==> config.mk <==
export PLATFORM = sky130hd
export DESIGN_NAME = sai_rx_autodetect
export DESIGN_NICKNAME = d
export VERILOG_FILES = /design/src/rtl/sai_rx_pkg.sv /design/src/rtl/sai_rx_edge_tracker.sv /design/src/rtl/sai_rx_rj_capture.sv /design/src/rtl/sai_rx_dsp_capture.sv /design/src/rtl/sai_rx_autodetect.sv
export SDC_FILE = /design/constraint.sdc
export NUM_CORES = 1
export LEC_CHECK = 0
export CAP_MARGIN = 5
export CORE_ASPECT_RATIO = 1.75
export CORE_MARGIN = 2
export CORE_UTILIZATION = 54
export CTS_BUF_LIST = sky130_fd_sc_hd__clkbuf_4 sky130_fd_sc_hd__clkbuf_8 sky130_fd_sc_hd__clkbuf_16
export DETAILED_ROUTE_END_ITERATION = 6
export DONT_BUFFER_PORTS = 1
export PLACE_DENSITY_LB_ADDON = 0.25
export SKIP_CTS_REPAIR_TIMING = 1
export SLEW_MARGIN = 5
export SYNTH_ARGS = -nofsm -noshare
export SYNTH_HDL_FRONTEND = slang
export SYNTH_HIERARCHICAL = 1
export SYNTH_SLANG_ARGS = --single-unit
==> constraint.sdc <==
create_clock -name bit_clk -period 2.9 [get_ports bit_clk]
set_input_delay 0.435 -clock bit_clk [delete_from_list [all_inputs] [get_ports bit_clk]]
set_output_delay 0.435 -clock bit_clk [all_outputs]
set_load 0.02 [all_outputs]
==> src/rtl/sai_rx_pkg.sv <==
package sai_rx_pkg;

    localparam int SAMPLE_W      = 16;
    localparam int FRAME_W       = 2 * SAMPLE_W;
    localparam int DSP_MAX_PULSE = 4;

    typedef enum logic {
        FMT_DELAYED = 1'b0,
        FMT_DIRECT  = 1'b1
    } dsp_fmt_e;

    typedef struct packed {
        logic [SAMPLE_W-1:0] left;
        logic [SAMPLE_W-1:0] right;
    } stereo_t;

    function automatic stereo_t pack_pair(input logic [SAMPLE_W-1:0] l,
                                          input logic [SAMPLE_W-1:0] r);
        stereo_t p;
        p.left  = l;
        p.right = r;
        return p;
    endfunction

endpackage

==> src/rtl/sai_rx_edge_tracker.sv <==
module sai_rx_edge_tracker
    import sai_rx_pkg::*;
#(
    parameter int MAX_SHORT = DSP_MAX_PULSE
) (
    input  logic clk,
    input  logic rst,
    input  logic frame_in,
    output logic rise,
    output logic fall,
    output logic pulse_short,
    output logic dsp_active
);
    localparam int CW = $clog2(MAX_SHORT + 2);
    localparam logic [CW-1:0] SAT_VAL   = CW'(MAX_SHORT + 1);
    localparam logic [CW-1:0] SHORT_LIM = CW'(MAX_SHORT);

    logic          frame_q;
    logic [CW-1:0] hi_cnt;

    assign rise        = frame_in & ~frame_q;
    assign fall        = ~frame_in & frame_q;
    assign pulse_short = (hi_cnt <= SHORT_LIM);

    always_ff @(posedge clk) begin
        if (rst) begin
            frame_q    <= 1'b0;
            hi_cnt     <= '0;
            dsp_active <= 1'b0;
        end else begin
            frame_q <= frame_in;
            if (rise) begin
                hi_cnt <= CW'(1);
            end else if (frame_in && hi_cnt != SAT_VAL) begin
                hi_cnt <= hi_cnt + CW'(1);
            end
            if (fall) begin
                dsp_active <= pulse_short;
            end
        end
    end

    AST_PULSE_COUNT_SAT: assert property (@(posedge clk) disable iff (rst)
        hi_cnt <= SAT_VAL);

    AST_MODE_TRACKS_PULSE: assert property (@(posedge clk) disable iff (rst)
        fall |=> (dsp_active == ($past(hi_cnt) <= SHORT_LIM)));

endmodule

==> src/rtl/sai_rx_rj_capture.sv <==
module sai_rx_rj_capture
    import sai_rx_pkg::*;
(
    input  logic    clk,
    input  logic    rst,
    input  logic    sdata,
    input  logic    rise,
    input  logic    fall,
    input  logic    pulse_short,
    input  logic    dsp_active,
    output logic    emit,
    output stereo_t pair
);
    logic [SAMPLE_W-1:0] shreg;
    logic [SAMPLE_W-1:0] left_hold;
    logic                left_seen;

    assign emit = rise & left_seen & ~dsp_active;
    assign pair = pack_pair(left_hold, shreg);

    always_ff @(posedge clk) begin
        if (rst) begin
            shreg     <= '0;
            left_hold <= '0;
            left_seen <= 1'b0;
        end else begin
            shreg <= {shreg[SAMPLE_W-2:0], sdata};
            if (fall) begin
                if (!pulse_short) begin
                    left_hold <= shreg;
                end
                left_seen <= ~pulse_short;
            end else if (rise) begin
                left_seen <= 1'b0;
            end
        end
    end

    AST_RJ_PENDING_LEFT_LONG: assert property (@(posedge clk) disable iff (rst)
        left_seen |-> !dsp_active);

endmodule

==> src/rtl/sai_rx_dsp_capture.sv <==
module sai_rx_dsp_capture
    import sai_rx_pkg::*;
(
    input  logic     clk,
    input  logic     rst,
    input  logic     sdata,
    input  logic     rise,
    input  logic     fall,
    input  logic     pulse_short,
    input  dsp_fmt_e fmt,
    output logic     emit,
    output stereo_t  pair
);
    localparam int CW = $clog2(FRAME_W + 1);
    localparam logic [CW-1:0] LAST_IDX = CW'(FRAME_W - 1);

    logic [FRAME_W-1:0] shreg;
    logic [FRAME_W-1:0] shreg_nxt;
    logic [CW-1:0]      cnt;
    logic               armed;
    logic               sync_ok;
    logic               last_bit;

    assign shreg_nxt = {shreg[FRAME_W-2:0], sdata};
    assign last_bit  = armed & ~rise & (cnt == LAST_IDX);
    assign emit      = last_bit & sync_ok;
    assign pair      = stereo_t'(shreg_nxt);

    always_ff @(posedge clk) begin
        if (rst) begin
            shreg   <= '0;
            cnt     <= '0;
            armed   <= 1'b0;
            sync_ok <= 1'b0;
        end else begin
            if (fall && pulse_short) begin
                sync_ok <= 1'b1;
            end
            if (rise) begin
                armed   <= 1'b1;
                sync_ok <= 1'b0;
                if (fmt == FMT_DIRECT) begin
                    shreg <= shreg_nxt;
                    cnt   <= CW'(1);
                end else begin
                    cnt   <= '0;
                end
            end else if (armed) begin
                shreg <= shreg_nxt;
                cnt   <= cnt + CW'(1);
                if (last_bit) begin
                    armed <= 1'b0;
                end
            end
        end
    end

    AST_DSP_COUNT_BOUND: assert property (@(posedge clk) disable iff (rst)
        armed |-> (cnt < CW'(FRAME_W)));

    AST_DSP_DISARM_AFTER_WORDS: assert property (@(posedge clk) disable iff (rst)
        emit |=> !armed);

endmodule

==> src/rtl/sai_rx_autodetect.sv <==
module sai_rx_autodetect
    import sai_rx_pkg::*;
#(
    parameter int MAX_SHORT = DSP_MAX_PULSE
) (
    input  logic                bit_clk,
    input  logic                rst,
    input  logic                frame_clk,
    input  logic                ser_data,
    input  logic                dsp_fmt_b,
    output logic [SAMPLE_W-1:0] left_word,
    output logic [SAMPLE_W-1:0] right_word,
    output logic                word_valid,
    output logic                dsp_active
);
    logic     rise, fall, pulse_short;
    logic     rj_emit, dsp_emit;
    stereo_t  rj_pair, dsp_pair, sel_pair;
    dsp_fmt_e fmt;

    assign fmt = dsp_fmt_b ? FMT_DIRECT : FMT_DELAYED;

    sai_rx_edge_tracker #(.MAX_SHORT(MAX_SHORT)) u_edges (
        .clk         (bit_clk),
        .rst         (rst),
        .frame_in    (frame_clk),
        .rise        (rise),
        .fall        (fall),
        .pulse_short (pulse_short),
        .dsp_active  (dsp_active)
    );

    sai_rx_rj_capture u_rj (
        .clk         (bit_clk),
        .rst         (rst),
        .sdata       (ser_data),
        .rise        (rise),
        .fall        (fall),
        .pulse_short (pulse_short),
        .dsp_active  (dsp_active),
        .emit        (rj_emit),
        .pair        (rj_pair)
    );

    sai_rx_dsp_capture u_dsp (
        .clk         (bit_clk),
        .rst         (rst),
        .sdata       (ser_data),
        .rise        (rise),
        .fall        (fall),
        .pulse_short (pulse_short),
        .fmt         (fmt),
        .emit        (dsp_emit),
        .pair        (dsp_pair)
    );

    assign sel_pair = dsp_emit ? dsp_pair : rj_pair;

    always_ff @(posedge bit_clk) begin
        if (rst) begin
            left_word  <= '0;
            right_word <= '0;
            word_valid <= 1'b0;
        end else begin
            word_valid <= rj_emit | dsp_emit;
            if (rj_emit || dsp_emit) begin
                left_word  <= sel_pair.left;
                right_word <= sel_pair.right;
            end
        end
    end

    AST_SINGLE_SOURCE: assert property (@(posedge bit_clk) disable iff (rst)
        !(rj_emit && dsp_emit));

    AST_VALID_ONE_CYCLE: assert property (@(posedge bit_clk) disable iff (rst)
        word_valid |=> !word_valid);

    AST_HOLD_WHEN_IDLE: assert property (@(posedge bit_clk) disable iff (rst)
        !word_valid |-> ($stable(left_word) && $stable(right_word)));

endmodule

==> impl_metrics.ini <==
[synthesis]
synth_edf_count = 0
synth_top_cell_by_area = dfxtp_1
synthFlopType = dfxtp_1
synth_cell_types = 35
post-synth-top-area-fraction = 0.477
syn-cell-area_um2 = 4620
yosysMostFrequentCell = dfxtp_1
ys_ff_latch = 110
async_flop_share = 0
yosysWarnings = 6
syn_avg_cell_area_um2 = 10.4
netlist_instances = 444
seq_area_frac_synth = 0.477
synth_area_leaders = dfxtp_1, nor2b_1, a211oi_2
ys_top_cells_by_count = dfxtp_1, nand2_1, nor2b_1, mux2i_1
synth_nets = 453

[critical_path]
cp_slowest_stage_delay_ns = 0.68
worst_ep_required_time_ns = 3.13
path_cells = inv_1 -> ha_1 -> nand2b_1 -> nor2b_1 -> mux2_2
slowest_stage = nor2b_1
path_delay_family = simple AND/OR/NAND/NOR gates
crit_path_start = u_edges/hi_cnt[0]
reg2reg_from = u_edges/hi_cnt[0]
cp.arrival_ns = 2.30
start_kind = register
worstSetupPathType = reg -> reg
r2r_cells = 5
path_depth = 5
cp.buffers_inverters = 1
end_kind = register
r2r_end = u_rj/left_hold[14]
cp-endpoint = u_rj/left_hold[14]
critical_path.max_fanout = 9
r2r_setup_slack_ns = 0.83

[sta]
period_share = 0.714
fmax_ghz = 0.483
layout_setup_ws_ns = 0.830
finalSetupTns_ns = 0
rsz0062_at_grt = no
holdWs_ns = 0.148
fin_skew_ns = 0.00532
hold_viol_final = 0
worst_pin_slew_ns = 0.826
finalMaxSlewViolations = 0
finalCriticalPeriod_ns = 2.07
slew_headroom = 0.448
finalSetupViolCount = 0

[routing]
detail-route-antenna-nets = 0
wl_per_cell_um = 16.1
wl_met3_um = 278
wl_met1_um = 3650
drc = 0
drt_iter0_drc = 145
viasPerCell = 5.36
highest_layer = met4
route.met2.wl_um = 4720
vias = 2925
wirelength_um = 8780
drt_pre_antenna_iters = 4

[cts]
worstSkewPairLatency_ns = 0.35
cts.sinks = 110
clk_path_buf_depth = 2
numCtsBuffers = 9
cts_root_buf = clkbuf_16
clkSlewWorstSetupHoldPaths_ns = 0.07
cts_tree = done
h-tree-depth = 3

[hold_path]
hold_depth = 1
hold_path_class = in -> reg
min_from = rst

[run_status]
status = finished clean

[global_route]
antenna_found_initial = 0
grtUsageTotal = 0.203
grt_max_degree = 107
grt_pass1_vias = 2803
grt_pass1_wl_um = 14400
gr-total-overflow = 0

[cells_and_area]
fin_nets = 435
antenna_cells = 0
synthToLayoutAreaGrowth_pct = 4.88
layout.cells.non_filler = 546
layout-drive-gt1-share = 0.181
n_fill_cell = 710

[place]
dp_hpwl_um = 5760
preCtsSetupSlack_ns = 0.840
io_buffers = 0
dp_cells = 530
place_congestion = 0.781

[floorplanning]
core_area_um2 = 8310
dieArea_um2 = 9330
ioPinCount = 39
die_x_um = 73.9
num_rows = 44
die_y_um = 126
start_util = 0.555

[pwr]
vdd_drop_max_v = 0.000336
p_per_area_nw_per_um2 = 588
leakage_nw = 1.64

[flow_run]
maxCapViolCount = 0
how the worst min path moves through the flow:
stage	slack (ns)	end
final	0.15	u_dsp/shreg[12]
after global routing	0.14	u_dsp/shreg[12]
after CTS	0.14	u_dsp/shreg[12]
after detailed placement	0.45	u_dsp/shreg[30]
after global placement	0.44	u_dsp/shreg[30]
after floorplan	0.43	u_dsp/sync_ok
worst register-to-register path: cells and delay by family, from the launching register on:
family | cells | cell delay, ns
and+or+nand+nor | 2 | 0.90
muxes | 1 | 0.42
DFF | 1 | 0.40
adders and majority gates | 1 | 0.19
buffers and inverters | 1 | 0.06
flip-flops by register name (all words and copies together), names as in the netlist:
name                count
u_rj/left_seen          1
u_rj/shreg             16
left_word              16
u_dsp/shreg            31
u_edges/frame_q         1
word_valid              1
u_dsp/sync_ok           1
right_word             16
u_edges/dsp_active      1
u_edges/hi_cnt          3
u_dsp/cnt               6
u_rj/left_hold         16
u_dsp/armed             1
stage by stage:
stage          instance area [µm²]  utilization  total power (W)
2_1_floorplan                 4620            -          0.00166
3_3_place_gp                  4530        0.545          0.00163
3_5_place_dp                  4530        0.545          0.00164
4_1_cts                       4840        0.582          0.00287
5_1_grt                       4840        0.582          0.00294
6_report                      4840        0.582          0.00285
power by group:
| part | switching, W | leakage (nW) | internal, W |
|---|---|---|---|
| Clock | 0.000550 | 0.145 | 0.000697 |
| Combinational | 0.0000431 | 0.609 | 0.0000232 |
| Sequential | 0.0000140 | 0.888 | 0.00152 |
kinds of logic (layout without fill, tap and decap cells):
group,Yosys count,after routing,synth area share
AOI/OAI and AO/OA,74,74,0.137
xor gates and xnor gates,4,4,0.00759
adders and majority gates,4,4,0.0108
buffers and inverters,37,24,0.0645
DFF,110,110,0.477
muxes,52,52,0.121
and+or+nand+nor,163,163,0.182
cell type report:
class | instances | area, µm² | share of cell area
Clock buffer | 10 | 239 | 0.0494
Sequential cell | 110 | 2200 | 0.455
Multi-Input combinational cell | 297 | 2120 | 0.439
Inverter | 3 | 11.3 | 0.00233
Timing Repair Buffer | 5 | 50.0 | 0.0103
Tap cell | 115 | 144 | 0.0297
Clock inverter | 6 | 71.3 | 0.0147
cells in the final DEF (no fill, tap or decap), types with 2 or more instances in the layout:
cell type / n
nand2_1: 66
o21ai_0: 2
and2b_1: 2
clkinvlp_4: 2
nand2b_1: 4
clkbuf_16: 9
xor2_1: 4
nor2b_1: 64
clkinv_4: 3
a211oi_1: 5
mux2i_1: 35
a211oi_2: 29
a21oi_2: 7
mux2_2: 15
buf_4: 4
inv_1: 3
nor2_1: 11
dfxtp_1: 110
ha_1: 4
nand3_1: 3
a21oi_1: 29
nand4_1: 4
layer usage:
metal | global-route usage | up-vias
met5 | 0 | -
met4 | 0.0770 | 0
met3 | 0.0389 | 12
met2 | 0.349 | 44
met1 | 0.243 | 1400
li1 | - | 1469
Power figures use the tool's default switching activity.
